### src/rtl/arr_ctrl_pkg.sv
package arr_ctrl_pkg;

  typedef enum logic [1:0] {PH_BOOT, PH_INIT, PH_START, PH_RUN} phase_e;
  typedef enum logic [1:0] {RD_IDLE, RD_ISSUE, RD_CAP, RD_RSP} rdState_e;
  typedef enum logic [1:0] {EX_FREE, EX_PEND, EX_ACT} exState_e;

  // strobes from control to datapath
  typedef struct packed {
    logic cfgWr;
    logic cfgKind;
    logic startPulse;
    logic rdLatch;
    logic rdIssue;
    logic rdCapture;
    logic rspFire;
    logic excLatch;
    logic excEnable;
  } ctrlStrobe_t;

endpackage

### src/rtl/arr_ctrl_fsm.sv
module arr_ctrl_fsm
  import arr_ctrl_pkg::*;
#(
  parameter int NPE = 4,
  parameter int IW  = (NPE > 1) ? $clog2(NPE) : 1
) (
  input  logic          clk,
  input  logic          rst_n,
  input  logic          hostValid,
  input  logic          hostIsExcite,
  input  logic          iterStart,
  input  logic          iterDone,
  output logic          hostReady,
  output logic [IW-1:0] cfgIdx,
  output ctrlStrobe_t   strobe
);

  localparam logic [IW:0] CNT_LAST = (IW+1)'(2*NPE-1);

  phase_e      phase;
  rdState_e    rdState;
  exState_e    exState;
  logic [IW:0] initCnt;
  logic        accept;

  assign hostReady = (phase == PH_RUN) && (rdState == RD_IDLE) &&
                     (!hostIsExcite || exState == EX_FREE);
  assign accept = hostValid && hostReady;

  always_ff @(posedge clk or negedge rst_n) begin
    if (!rst_n) begin
      phase   <= PH_BOOT;
      initCnt <= '0;
    end else begin
      unique case (phase)
        PH_BOOT:  phase <= PH_INIT;
        PH_INIT: begin
          initCnt <= initCnt + 1'b1;
          if (initCnt == CNT_LAST) phase <= PH_START;
        end
        PH_START: phase <= PH_RUN;
        default:  phase <= PH_RUN;
      endcase
    end
  end

  always_ff @(posedge clk or negedge rst_n) begin
    if (!rst_n) rdState <= RD_IDLE;
    else begin
      unique case (rdState)
        RD_IDLE:  if (accept && !hostIsExcite) rdState <= RD_ISSUE;
        RD_ISSUE: rdState <= RD_CAP;
        RD_CAP:   rdState <= RD_RSP;
        default:  rdState <= RD_IDLE;
      endcase
    end
  end

  always_ff @(posedge clk or negedge rst_n) begin
    if (!rst_n) exState <= EX_FREE;
    else begin
      unique case (exState)
        EX_FREE: if (accept && hostIsExcite) exState <= EX_PEND;
        EX_PEND: if (iterStart) exState <= EX_ACT;
        default: if (iterDone) exState <= EX_FREE;
      endcase
    end
  end

  assign cfgIdx = initCnt[IW:1];

  always_comb begin
    strobe            = '0;
    strobe.cfgWr      = (phase == PH_INIT);
    strobe.cfgKind    = initCnt[0];
    strobe.startPulse = (phase == PH_START);
    strobe.rdLatch    = accept && !hostIsExcite;
    strobe.rdIssue    = (rdState == RD_ISSUE);
    strobe.rdCapture  = (rdState == RD_CAP);
    strobe.rspFire    = (rdState == RD_RSP);
    strobe.excLatch   = accept && hostIsExcite;
    strobe.excEnable  = (exState == EX_ACT);
  end

  AST_START_ONCE: assert property (@(posedge clk) disable iff (!rst_n)
    strobe.startPulse |=> !strobe.startPulse);

  AST_ONE_IN_FLIGHT: assert property (@(posedge clk) disable iff (!rst_n)
    (hostValid && hostReady && !hostIsExcite) |=> !hostReady);

  AST_RSP_LATENCY: assert property (@(posedge clk) disable iff (!rst_n)
    strobe.rspFire |-> $past(strobe.rdIssue, 2));

  AST_EXC_ARM_ON_START: assert property (@(posedge clk) disable iff (!rst_n)
    $rose(strobe.excEnable) |-> $past(iterStart));

endmodule

### src/rtl/arr_ctrl_dp.sv
module arr_ctrl_dp
  import arr_ctrl_pkg::*;
#(
  parameter int PX  = 2,
  parameter int PY  = 2,
  parameter int BW  = 4,
  parameter int BH  = 4,
  parameter int DW  = 16,
  parameter int CW  = 8,
  parameter int NPE = PX * PY,
  parameter int IW  = (NPE > 1) ? $clog2(NPE) : 1,
  parameter int LXW = $clog2(BW),
  parameter int LYW = $clog2(BH),
  parameter int XW  = $clog2(PX * BW),
  parameter int YW  = $clog2(PY * BH),
  parameter int AW  = LXW + LYW
) (
  input  logic              clk,
  input  logic              rst_n,
  input  ctrlStrobe_t       strobe,
  input  logic [IW-1:0]     cfgIdx,
  input  logic [XW-1:0]     hostX,
  input  logic [YW-1:0]     hostY,
  input  logic [DW-1:0]     hostWdata,
  input  logic [NPE*DW-1:0] peRdata,
  output logic              cfgWr,
  output logic [NPE-1:0]    cfgSel,
  output logic              cfgKind,
  output logic [CW-1:0]     cfgData,
  output logic              peStart,
  output logic              peRdReq,
  output logic [NPE-1:0]    peSel,
  output logic [AW-1:0]     peAddr,
  output logic              hostRspValid,
  output logic [DW-1:0]     hostRspData,
  output logic              excEn,
  output logic [NPE-1:0]    excSel,
  output logic [AW-1:0]     excAddr,
  output logic [DW-1:0]     excVal
);

  logic [IW-1:0] decIdx;
  logic [AW-1:0] decAddr;
  logic [IW-1:0] rdIdx, exIdx;
  logic [AW-1:0] rdAddr;
  logic [DW-1:0] rspData;
  logic [DW-1:0] rdWord [NPE];

  // tile index and in-tile address by bit slicing (powers of two)
  assign decIdx  = IW'(int'(hostY[YW-1:LYW]) * PX + int'(hostX[XW-1:LXW]));
  assign decAddr = {hostY[LYW-1:0], hostX[LXW-1:0]};

  function automatic logic [3:0] linkMask(input logic [IW-1:0] idx);
    int cx, cy;
    cx = int'(idx) % PX;
    cy = int'(idx) / PX;
    return {cy < PY-1, cy > 0, cx < PX-1, cx > 0};
  endfunction

  always_ff @(posedge clk or negedge rst_n) begin
    if (!rst_n) begin
      rdIdx   <= '0;
      rdAddr  <= '0;
      exIdx   <= '0;
      excAddr <= '0;
      excVal  <= '0;
      rspData <= '0;
    end else begin
      if (strobe.rdLatch) begin
        rdIdx  <= decIdx;
        rdAddr <= decAddr;
      end
      if (strobe.excLatch) begin
        exIdx   <= decIdx;
        excAddr <= decAddr;
        excVal  <= hostWdata;
      end
      if (strobe.rdCapture) rspData <= rdWord[rdIdx];
    end
  end

  for (genvar g = 0; g < NPE; g++) begin : g_elem
    assign rdWord[g] = peRdata[g*DW +: DW];
    assign cfgSel[g] = strobe.cfgWr && (cfgIdx == IW'(g));
    assign peSel[g]  = strobe.rdIssue && (rdIdx == IW'(g));
    assign excSel[g] = strobe.excEnable && (exIdx == IW'(g));
  end

  assign cfgWr        = strobe.cfgWr;
  assign cfgKind      = strobe.cfgKind;
  assign cfgData      = strobe.cfgKind ? CW'(linkMask(cfgIdx)) : CW'(BW * BH);
  assign peStart      = strobe.startPulse;
  assign peRdReq      = strobe.rdIssue;
  assign peAddr       = rdAddr;
  assign hostRspValid = strobe.rspFire;
  assign hostRspData  = rspData;
  assign excEn        = strobe.excEnable;

  AST_RD_SEL_SINGLE: assert property (@(posedge clk) disable iff (!rst_n)
    peRdReq |-> ($countones(peSel) == 1));

  AST_EXC_STABLE: assert property (@(posedge clk) disable iff (!rst_n)
    (excEn && $past(excEn)) |-> ($stable(excAddr) && $stable(excVal) && $stable(excSel)));

  AST_CFG_SEL_SINGLE: assert property (@(posedge clk) disable iff (!rst_n)
    cfgWr |-> ($countones(cfgSel) == 1));

endmodule

### src/rtl/arr_main_ctrl.sv
module arr_main_ctrl
  import arr_ctrl_pkg::*;
#(
  parameter int PX = 2,
  parameter int PY = 2,
  parameter int BW = 4,
  parameter int BH = 4,
  parameter int DW = 16,
  parameter int CW = 8
) (
  input  logic                               clk,
  input  logic                               rst_n,
  input  logic                               hostValid,
  output logic                               hostReady,
  input  logic                               hostIsExcite,
  input  logic [$clog2(PX*BW)-1:0]           hostX,
  input  logic [$clog2(PY*BH)-1:0]           hostY,
  input  logic [DW-1:0]                      hostWdata,
  output logic                               hostRspValid,
  output logic [DW-1:0]                      hostRspData,
  output logic                               cfgWr,
  output logic [PX*PY-1:0]                   cfgSel,
  output logic                               cfgKind,
  output logic [CW-1:0]                      cfgData,
  output logic                               peStart,
  output logic                               peRdReq,
  output logic [PX*PY-1:0]                   peSel,
  output logic [$clog2(BW)+$clog2(BH)-1:0]   peAddr,
  input  logic [PX*PY*DW-1:0]                peRdata,
  input  logic                               iterStart,
  input  logic                               iterDone,
  output logic                               excEn,
  output logic [PX*PY-1:0]                   excSel,
  output logic [$clog2(BW)+$clog2(BH)-1:0]   excAddr,
  output logic [DW-1:0]                      excVal
);

  localparam int NPE = PX * PY;
  localparam int IW  = (NPE > 1) ? $clog2(NPE) : 1;

  ctrlStrobe_t   strobe;
  logic [IW-1:0] cfgIdx;

  arr_ctrl_fsm #(.NPE(NPE), .IW(IW)) fsm_i (
    .clk(clk), .rst_n(rst_n),
    .hostValid(hostValid), .hostIsExcite(hostIsExcite),
    .iterStart(iterStart), .iterDone(iterDone),
    .hostReady(hostReady), .cfgIdx(cfgIdx), .strobe(strobe)
  );

  arr_ctrl_dp #(.PX(PX), .PY(PY), .BW(BW), .BH(BH), .DW(DW), .CW(CW)) dp_i (
    .clk(clk), .rst_n(rst_n), .strobe(strobe), .cfgIdx(cfgIdx),
    .hostX(hostX), .hostY(hostY), .hostWdata(hostWdata), .peRdata(peRdata),
    .cfgWr(cfgWr), .cfgSel(cfgSel), .cfgKind(cfgKind), .cfgData(cfgData),
    .peStart(peStart), .peRdReq(peRdReq), .peSel(peSel), .peAddr(peAddr),
    .hostRspValid(hostRspValid), .hostRspData(hostRspData),
    .excEn(excEn), .excSel(excSel), .excAddr(excAddr), .excVal(excVal)
  );

  AST_HOLD_OFF_IN_INIT: assert property (@(posedge clk) disable iff (!rst_n)
    (cfgWr || peStart) |-> !hostReady);

endmodule

### config.mk
export PLATFORM = sky130hd
export DESIGN_NAME = arr_main_ctrl
export DESIGN_NICKNAME = d
export VERILOG_FILES = /design/src/rtl/arr_ctrl_pkg.sv /design/src/rtl/arr_ctrl_fsm.sv /design/src/rtl/arr_ctrl_dp.sv /design/src/rtl/arr_main_ctrl.sv
export SDC_FILE = /design/constraint.sdc
export NUM_CORES = 1
export LEC_CHECK = 0
export ABC_AREA = 1
export ABC_CLOCK_PERIOD_IN_PS = 2290
export BUFFER_PORTS_ARGS = -buffer_cell sky130_fd_sc_hd__buf_2
export CORE_AREA = 2 2 79 81
export DETAILED_ROUTE_END_ITERATION = 6
export DIE_AREA = 0 0 81 83
export PLACE_DENSITY = 0.84
export RECOVER_POWER = 25
export SLEW_MARGIN = 20
export SYNTH_ARGS = -nofsm -noshare
export SYNTH_HDL_FRONTEND = slang
export SYNTH_SLANG_ARGS = --single-unit
### constraint.sdc
create_clock -name clk -period 2.29 [get_ports clk]
set_input_delay 0.3435 -clock clk [delete_from_list [all_inputs] [get_ports clk]]
set_output_delay 0.3435 -clock clk [all_outputs]
set_load 0.005 [all_outputs]
==> run_results.csv, run 1 <==
group,metric,value,unit
outcome,outcome,"completed",
pwr,p_int,2300,uW
clock_tree,root_buffer,"clkbuf_8",
global_routing,grt_pass1_wl,10980,um
sta,final-hold-violation-count,0,
sta,fin_tns_setup,0,ps
sta,tightest_slew,1284,ps
worst_setup_path,slowest_delay,440,ps
placement,placed_cells,573,
clock_tree,clk_pin_slew,100,ps
clock_tree,tritoncts,"done",
worst_hold_path,hp-start,"hostWdata[4]",
pwr,power_density,1088,nW/um2
sta,finalCritPeriodShare,0.8287,
synth,netlist_instances,354,
detailed_routing,dr.first_iter.drc_count,108,
global_routing,first_global_vias,2545,
sta,rsz0062_at_grt,"false",
global_routing,top_usage_layer,"met2",
worst_setup_path,required,1950,ps
floorplanning,io_pins,159,
clock_tree,clock_latency,310,ps
clock_tree,cts.repair.resized,0,
detailed_routing,drt_first_pass_iters,4,
worst_setup_path,r2r_slack,410,ps
sta,setup-violations-final,0,
floorplanning,die_w,81,um
clock_tree,cts_buffers,5,
synth,ys_ff_latch,53,
worst_hold_path,whs_path_depth,3,
layout,final_cells,581,
sta,slew_viol_final,0,
global_routing,grt_max_degree,54,
synth,yosysUniqueCellTypes,27,
clock_tree,cts_num_sinks,53,
placement,gp_congestion,0.7184,
layout,multi_input_area,1141,um2
worst_setup_path,criticalPathCategory,"register to output port",
worst_setup_path,crit_slowest_cell,"dfrtp_1",
floorplanning,dieArea,6723,um2
global_routing,grt-ovfl-total,0,
pwr,power_switching,1627,uW
placement,dpl.hpwl,5473,um
clock_tree,cts_setup_buffers,0,
worst_setup_path,crit_path_start_kind,"register",
synth,synth_top_area_cell,"dfrtp_1",
worst_setup_path,reg2reg_depth,7,
pwr,power_frac_clock,0.140,
sta,hold_slack,248.3,ps
detailed_routing,drc_errors,0,
sta,finalClockSkew,6.934,ps
global_routing,antenna_found_initial,1,
floorplanning,die_height,83,um
worst_setup_path,r2r_start,"fsm_i.rdState[0]",
synth,yosysSeqAreaShare,0.4887,
pwr,p_sw_frac,0.4143,
clock_tree,htreeDepth,2,
global_routing,grt_use_met2,0.3742,
worst_setup_path,cp_cell_sequence,"inv_1 > ha_1 > inv_2 > nor2_4 > and2_1 > buf_2",
floorplanning,start_util,0.4667,
global_routing,grt_usage,0.2098,
detailed_routing,via_per_inst,4.780,
synth,syn_avg_cell_area,7.666,um2
worst_setup_path,worstPathArrival,1550,ps
synth,synth_area_leaders,"dfrtp_1 (49%), nand2_1 (22%), inv_1 (5.4%)",
layout,n_fill_cell,532,
pwr,p_comb_frac,0.458,
layout,antenna_cells,0,
placement,dpl_cell_area,3517,um2
synth,syn_area,2714,um2
pwr,pwr-share-seq,0.402,
detailed_routing,antenna_left,0,
placement,portBuffers,155,
sta,layout_setup_ws,392.3,ps
job,drv_cap,0,
global_routing,grt_util_met1,0.2282,
detailed_routing,wl,7020,um
clock_tree,cts_hold_buf,0,
clock_tree,cts.path.max_buffers,2,
worst_hold_path,min_to,"dp_i.excVal[4]",
detailed_routing,post_drt_wl_per_cell,12.08,um
sta,period_needed,1898,ps
synth,yosysWarningCount,0,
pwr,leakage,0.002159,uW
layout,regArea,1326,um2
synth,yosysTopAreaCellShare,0.4887,
global_routing,grt_util_met3,0.07174,
sta,fmax,526.9,MHz
worst_hold_path,worstHoldPathType,"primary input to register",
floorplanning,rows,28,
worst_setup_path,rr_endpoint,"dp_i.excVal[14]",
detailed_routing,vias,2777,
sta,slew_headroom,0.1441,
layout,drive_above_1_share,0.3458,
floorplanning,core,5816,um2
layout,syn_to_final_growth,33.01,%
pwr,vdd_ir_drop_max,0.0006015,V
layout,final_area,3610,um2
placement,place_ws,382.5,ps
layout,nets,605,
worst_setup_path,end_kind,"output port",
worst_setup_path,crit_path_max_fanout,5,
-- kinds of logic (layout without fill, tap and decap cells) --
logic type	count (synthesis)	count (layout)	synth area share
AOI/OAI and AO/OA	34	34	0.06500
xor gates and xnor gates	1	1	0.003228
and+or+nand+nor	198	198	0.3112
buffers and inverters	59	209	0.09359
other	1	3	0.001382
DFF	53	53	0.4887
adders and majority gates	8	8	0.03688
-- registers in the layout, indices dropped and copies added (netlist names) --
register,cells
dp_i.rdIdx,2
dp_i.excVal,16
dp_i.excAddr,4
dp_i.hostRspData,16
fsm_i.exState,2
fsm_i.rdState,2
dp_i.peAddr,4
dp_i.exIdx,2
fsm_i.phase,2
fsm_i.initCnt,3
-- per-layer routing --
layer | up-vias | routed length [um]
li1 | 1396 | -
met1 | 1242 | 2795
met2 | 126 | 3384
met3 | 11 | 717
met4 | 2 | 107
met5 | - | 16
-- how the worst max path moves through the flow --
stage	start	end	slack, ps	cells after the start
3_3_place_gp	fsm_i.rdState[0]	dp_i.excVal[4]	520	7
3_5_place_dp	fsm_i.rdState[0]	dp_i.excVal[14]	380	7
5_1_grt	fsm_i.rdState[1]	dp_i.exIdx[1]	170	7
2_1_floorplan	fsm_i.rdState[0]	fsm_i.rdState[0]	820	8
4_1_cts	fsm_i.phase[0]	cfgSel[1]	360	5
6_report	fsm_i.rdState[0]	hostReady	390	6
-- stage by stage --
stage,util,power [uW]
floorplan,-,2686
global placement,0.6048,3342
detailed placement,0.6048,3419
CTS,0.6211,3984
global route,0.6207,4305
finish,0.6207,3927
-- synthesized netlist by cell type, drive strengths merged --
library cell / number
nand4: 18
dfrtp: 53
clkinv: 1
conb: 1
a21oi: 1
o21ai: 32
inv: 43
nand2: 157
clkbuf: 1
nor3: 10
nand3: 2
o21a: 1
and2: 1
ha: 8
nor2: 10
buf: 14
xor2: 1
-- power groups by stage --
| stage | sequential (uW) | combinational (uW) | clock, uW |
|---|---|---|---|
| after global routing | 1630 | 2060 | 612 |
| after detailed placement | 1590 | 1830 | 0 |
| final | 1580 | 1800 | 548 |
| after global placement | 1580 | 1760 | 0 |
| after CTS | 1580 | 1830 | 574 |
| after floorplan | 1600 | 1080 | 0 |
-- layout make-up --
type / instances / share of cell area
repair buffers: 157 / 0.2184
inverters: 44 / 0.04575
flip-flops and latches: 53 / 0.3674
well taps: 75 / 0.02600
clock buffers: 5 / 0.01906
multi-input cells: 244 / 0.3161
clock inverters: 3 / 0.007279
-- cell usage in the layout (no fill, tap or decap), drive strengths merged, types with 3 or more instances in the layout --
master  netlist  final
clkbuf        1      6
dfrtp        53     53
inv          43     44
conb          1      3
nor3         10     10
nand4        18     18
ha            8      8
clkinv        1      3
o21ai        32     32
nand2       157    157
buf          14    156
nor2         10     10
-- worst max-delay path, delay by kind of cell (launching register included) --
kind	cells	cell delay, ps
flip-flops	1	440
buffers and inverters	3	280
AND/OR/NAND/NOR	2	280
adder cells (fa/ha/maj)	1	230
Note: power is estimated with default switching activity, not from simulation.
==> inputs of run 2 (changes only) <==
--- a/config.mk
+++ b/config.mk
@@ -6,12 +6,12 @@
 export NUM_CORES = 1
 export LEC_CHECK = 0
 export ABC_AREA = 1
-export ABC_CLOCK_PERIOD_IN_PS = 2290
+export ABC_CLOCK_PERIOD_IN_PS = 1600
 export BUFFER_PORTS_ARGS = -buffer_cell sky130_fd_sc_hd__buf_2
-export CORE_AREA = 2 2 79 81
+export CORE_AREA = 2 2 86 88
 export DETAILED_ROUTE_END_ITERATION = 6
-export DIE_AREA = 0 0 81 83
-export PLACE_DENSITY = 0.84
+export DIE_AREA = 0 0 88 90
+export PLACE_DENSITY = 0.76
 export RECOVER_POWER = 25
 export SLEW_MARGIN = 20
 export SYNTH_ARGS = -nofsm -noshare
==> constraint.sdc (replaced) <==
create_clock -name clk -period 1.6 [get_ports clk]
set_input_delay 0.24 -clock clk [delete_from_list [all_inputs] [get_ports clk]]
set_output_delay 0.24 -clock clk [all_outputs]
set_load 0.005 [all_outputs]
==> run 2 against run 1 <==
Net effect: the run now ends with negative setup slack left; sequential power is 42% higher; register-to-register slack worse by 320 ps; design area increased by 5.4%; core utilization fell by 7.9 points; total power grew 55%.
==> run_results.csv, run 2 (same netlist as run 1, synthesis figures left out) <==
group,metric,value,unit
worst_setup_path,rr_endpoint,"fsm_i.rdState[1]",
detailed_routing,drc_errors,0,
sta,slew_headroom,0.3858,
floorplanning,start_util,0.3866,
detailed_routing,vias,2776,
clock_tree,htreeDepth,2,
layout,syn_to_final_growth,40.25,%
global_routing,grt_util_met1,0.1901,
global_routing,first_global_vias,2544,
sta,layout_setup_ws,-4.938,ps
worst_setup_path,cp_num_buf_inv,3,
sta,final-hold-violation-count,0,
floorplanning,die_w,88,um
detailed_routing,dr.first_iter.drc_count,66,
pwr,leakage,0.002225,uW
pwr,vdd_ir_drop_max,0.0008674,V
worst_setup_path,crit_path_start_kind,"register",
floorplanning,core,7020,um2
worst_setup_path,r2r_slack,90,ps
sta,tightest_slew,921.3,ps
global_routing,top_usage_layer,"met2",
worst_setup_path,worstPathArrival,1360,ps
global_routing,grt_pass1_wl,10900,um
global_routing,grt_max_degree,46,
clock_tree,cts_num_sinks,53,
clock_tree,cts.path.max_buffers,2,
detailed_routing,via_per_inst,4.506,
clock_tree,clk_pin_slew,110,ps
global_routing,grt_use_met2,0.3169,
floorplanning,io_pins,159,
clock_tree,tritoncts,"done",
placement,gp_congestion,0.7749,
floorplanning,die_height,90,um
global_routing,grt-ovfl-total,0,
sta,slew_viol_final,0,
worst_setup_path,required,1360,ps
layout,final_area,3806,um2
clock_tree,clock_latency,310,ps
sta,setup-violations-final,1,
worst_setup_path,cp_top_family,"flip-flops",
placement,portBuffers,155,
clock_tree,root_buffer,"clkbuf_8",
outcome,outcome,"complete, but fails checks",
worst_setup_path,criticalPathCategory,"register to output port",
pwr,power_density,1600,nW/um2
layout,nets,616,
worst_setup_path,r2r_start,"fsm_i.rdState[0]",
layout,most-common-layout-cells,"nand2_1 (157), buf_2 (153), dfrtp_1 (53), inv_1 (34), o21ai_1 (28)",
worst_setup_path,cp_cell_sequence,"buf_4 > ha_2 > inv_2 > nor3_1 > buf_2",
outcome,violations,"negative setup slack",
global_routing,grt_util_met3,0.04775,
global_routing,antenna_found_initial,0,
clock_tree,cts_buffers,5,
sta,fmax,623.1,MHz
global_routing,grt_usage,0.1724,
layout,antenna_cells,0,
worst_hold_path,worstHoldPathType,"primary input to register",
worst_hold_path,hp-start,"hostWdata[7]",
detailed_routing,post_drt_wl_per_cell,11.51,um
detailed_routing,wl,7089,um
worst_hold_path,whs_path_depth,3,
layout,drive_above_1_share,0.3791,
layout,final_cells,616,
placement,dpl_cell_area,3617,um2
floorplanning,rows,31,
worst_hold_path,min_to,"dp_i.excVal[7]",
worst_setup_path,end_kind,"output port",
sta,finalCritPeriodShare,1.003,
sta,finalClockSkew,9.834,ps
worst_setup_path,crit_path_max_fanout,4,
sta,fin_tns_setup,-4.938,ps
floorplanning,dieArea,7920,um2
layout,layout_commonest_cell,"nand2_1",
detailed_routing,drt_first_pass_iters,4,
worst_setup_path,crit_slowest_cell,"dfrtp_1",
worst_setup_path,slowest_delay,380,ps
sta,rsz0062_at_grt,"true",
job,drv_cap,0,
worst_setup_path,reg2reg_depth,8,
placement,placed_cells,603,
pwr,finalPower,6091,uW
detailed_routing,antenna_left,0,
placement,dpl.hpwl,5497,um
sta,period_needed,1605,ps
-- run 2: per-stage QoR --
step | util | worst slack, ps | hold WS, ps
floorplan | - | 129.3 | -55.59
global placement | 0.5152 | 18.14 | 184.9
detailed placement | 0.5152 | -130.6 | 193.9
CTS | 0.5389 | -12.28 | 138.1
global route | 0.5421 | -61.10 | 137.0
finish | 0.5421 | -4.938 | 147.9
-- run 2: final cells by class --
class,count,area (um2)
Fill cell,652,3214
Clock buffer,5,68.82
Sequential cell,53,1326
Inverter,44,167.7
Timing Repair Buffer,168,893.4
Tap cell,99,123.9
Clock inverter,3,47.55
Multi-Input combinational cell,244,1179
-- run 2: worst max-delay path by stage --
stage	slack, ps	from	endpoint	depth (start not counted)
2_1_floorplan	130	fsm_i.rdState[0]	fsm_i.rdState[0]	8
3_3_place_gp	20	fsm_i.rdState[0]	fsm_i.rdState[1]	8
3_5_place_dp	-130	fsm_i.rdState[0]	dp_i.peAddr[3]	7
4_1_cts	-10	fsm_i.rdState[0]	peSel[1]	5
5_1_grt	-60	fsm_i.rdState[0]	peSel[1]	5
6_report	-5	fsm_i.rdState[0]	peSel[1]	5
-- run 2: worst min-delay path, cell delays in order --
cell and delay, ps:
buf_2 90, inv_1 40, o21ai_1 60
-- run 2: timing repair --
action / in CTS / in global routing
endpoints found under the setup margin: 11 / 18
hold buffers: 1 / 0
buffers inserted: 2 / 2
pin swaps: 2 / 3
gates resized for setup: 9 / 7
endpoints found under the hold margin: 15 / 0
-- run 2: power breakdown --
group / total (uW) / internal (uW) / switching [uW]
Clock: 949 / 478 / 471
Combinational: 2890 / 1290 / 1600
Sequential: 2250 / 1900 / 353
-- run 2: layer usage --
metal | share of wire | vias to the layer above
li1 | - | 1420
met1 | 0.42 | 1249
met2 | 0.49 | 103
met3 | 0.076 | 4
met4 | 0.0069 | 0
met5 | 0 | -
==> inputs of run 3 (changes only) <==
--- a/config.mk
+++ b/config.mk
@@ -11,7 +11,7 @@
 export CORE_AREA = 2 2 86 88
 export DETAILED_ROUTE_END_ITERATION = 6
 export DIE_AREA = 0 0 88 90
-export PLACE_DENSITY = 0.76
+export PLACE_DENSITY_LB_ADDON = 0.08
 export RECOVER_POWER = 25
 export SLEW_MARGIN = 20
 export SYNTH_ARGS = -nofsm -noshare
==> run 3 against run 2 <==
Net effect: the flow now finishes without violations; clock power is 17% lower; core utilization is 0.11 points lower; critical path depth is 1 higher; routed wire length is 2.2% lower; hold slack worse by 2.5 ps; count of clock-buffer cells in the layout stayed put; clock skew is 2.2 ps lower; maximum frequency is 2.7% higher; non-clock buffer count is 1 higher; design area is 0.20% lower.
==> run_results.csv, run 3 (same netlist as run 1, synthesis figures left out) <==
group,metric,value,unit
outcome,outcome,"completed",
floorplanning,die_w,88,um
layout,antenna_cells,0,
worst_setup_path,crit_slowest_cell,"dfrtp_1",
sta,fin_tns_setup,0,ps
worst_setup_path,worstPathArrival,1320,ps
floorplanning,rows,31,
floorplanning,core,7020,um2
layout,drive_above_1_share,0.3822,
clock_tree,clk_pin_slew,100,ps
detailed_routing,drt_first_pass_iters,4,
clock_tree,clock_latency,310,ps
clock_tree,cts.path.max_buffers,2,
worst_setup_path,cp_cell_sequence,"inv_2 > ha_4 > inv_4 > nor2_4 > and2_1 > buf_2",
pwr,vdd_ir_drop_max,0.0006633,V
layout,n_fill_cell,694,
job,drv_cap,0,
sta,slew_viol_final,0,
layout,syn_to_final_growth,39.97,%
worst_setup_path,crit_path_start_kind,"register",
floorplanning,io_pins,159,
worst_hold_path,worstHoldPathType,"primary input to register",
global_routing,grt-ovfl-total,0,
detailed_routing,dr.first_iter.drc_count,69,
sta,rsz0062_at_grt,"true",
sta,tightest_slew,725.9,ps
detailed_routing,wl,6934,um
global_routing,first_global_vias,2502,
worst_setup_path,reg2reg_depth,8,
pwr,leakage,0.002222,uW
floorplanning,dieArea,7920,um2
clock_tree,cts_num_sinks,53,
layout,most-common-layout-cells,"nand2_1 (157), buf_2 (155), dfrtp_1 (53), inv_1 (34), o21ai_1 (28)",
worst_setup_path,criticalPathCategory,"register to output port",
pwr,power_density,1551,nW/um2
clock_tree,htreeDepth,2,
placement,dpl.hpwl,5148,um
worst_setup_path,slowest_delay,400,ps
sta,finalCritPeriodShare,0.9768,
sta,fmax,639.8,MHz
sta,final-hold-violation-count,0,
worst_setup_path,rr_endpoint,"fsm_i.rdState[0]",
worst_hold_path,min_to,"dp_i.excVal[8]",
placement,portBuffers,155,
worst_hold_path,hp-start,"hostWdata[8]",
global_routing,grt_pass1_wl,11270,um
sta,period_needed,1563,ps
worst_setup_path,r2r_slack,140,ps
detailed_routing,post_drt_wl_per_cell,11.24,um
sta,layout_setup_ws,37.06,ps
floorplanning,die_height,90,um
global_routing,grt_max_degree,54,
worst_setup_path,required,1360,ps
worst_setup_path,r2r_start,"fsm_i.rdState[1]",
placement,gp_congestion,0.8479,
global_routing,antenna_found_initial,0,
placement,place_ws,-10.32,ps
detailed_routing,via_per_inst,4.423,
sta,slew_headroom,0.5161,
sta,setup-violations-final,0,
detailed_routing,drc_errors,0,
sta,finalClockSkew,7.623,ps
worst_setup_path,crit_path_max_fanout,3,
layout,nets,617,
clock_tree,root_buffer,"clkbuf_8",
detailed_routing,vias,2729,
clock_tree,cts_buffers,5,
detailed_routing,antenna_left,0,
global_routing,grt_usage,0.1767,
clock_tree,tritoncts,"done",
worst_setup_path,end_kind,"output port",
layout,layout_commonest_cell,"nand2_1",
worst_hold_path,whs_path_depth,3,
floorplanning,start_util,0.3866,
run 3: power breakdown:
group	total, uW	leakage [uW]	switching [uW]	internal, uW
combinational	2860	0.00151	1590	1270
clock	790	0.0000452	470	320
sequential	2240	0.000662	345	1900
total	5890	0.00222	2400	3490
run 3: critical path, delay by kind of cell (launching register included):
kind	cells	cell delay, ps
DFF	1	400
buffers and inverters	3	250
and+or+nand+nor	2	210
adders and majority gates	1	150
run 3: final cells by class:
class / instances / area, um2 / area share
clock buffer: 5 / 68.82 / 0.01812
clock inverter: 3 / 25.02 / 0.006588
inverter: 44 / 167.7 / 0.04414
multi-input combinational: 244 / 1191 / 0.3136
sequential: 53 / 1326 / 0.3491
tap: 99 / 123.9 / 0.03261
timing repair buffer: 169 / 895.9 / 0.2358
run 3: timing repair:
action,in CTS,in global routing
setup buffers,1,4
setup endpoints to repair,9,14
hold buffers,1,0
gates resized for setup,9,7
pin swaps,2,2
hold endpoints to repair,53,0
run 3: metal layers:
metal	wire (um)	part of all wire	GRT usage	vias up
met1	3089	0.45	0.2325	1196
met5	0	0	0	-
met3	512	0.074	0.04500	9
li1	-	-	-	1418
met2	3233	0.47	0.2898	106
met4	99	0.014	0.04231	0
run 3: worst max path at each step:
| stage | start | to | slack, ps | cells past startpoint |
|---|---|---|---|---|
| 2_1_floorplan | fsm_i.rdState[0] | fsm_i.rdState[0] | 130 | 8 |
| 6_report | fsm_i.rdState[1] | hostReady | 40 | 6 |
| 3_3_place_gp | fsm_i.rdState[0] | fsm_i.rdState[0] | 60 | 8 |
| 3_5_place_dp | fsm_i.rdState[0] | fsm_i.rdState[0] | -10 | 8 |
| 4_1_cts | fsm_i.rdState[1] | hostReady | -5 | 6 |
| 5_1_grt | fsm_i.rdState[0] | peSel[0] | -50 | 5 |
run 3: metrics by stage:
step                total power [uW]  hold WS (ps)  cells    util  cell area, um2
floorplan                       3844        -55.59    356       -            2721
global placement                4934         257.5    603  0.5152            3617
detailed placement              4983         259.8    603  0.5152            3617
CTS                             5909         128.2    613  0.5354            3759
global route                    6501         130.1    617  0.5411            3799
finish                          5890         145.4    617  0.5411            3799
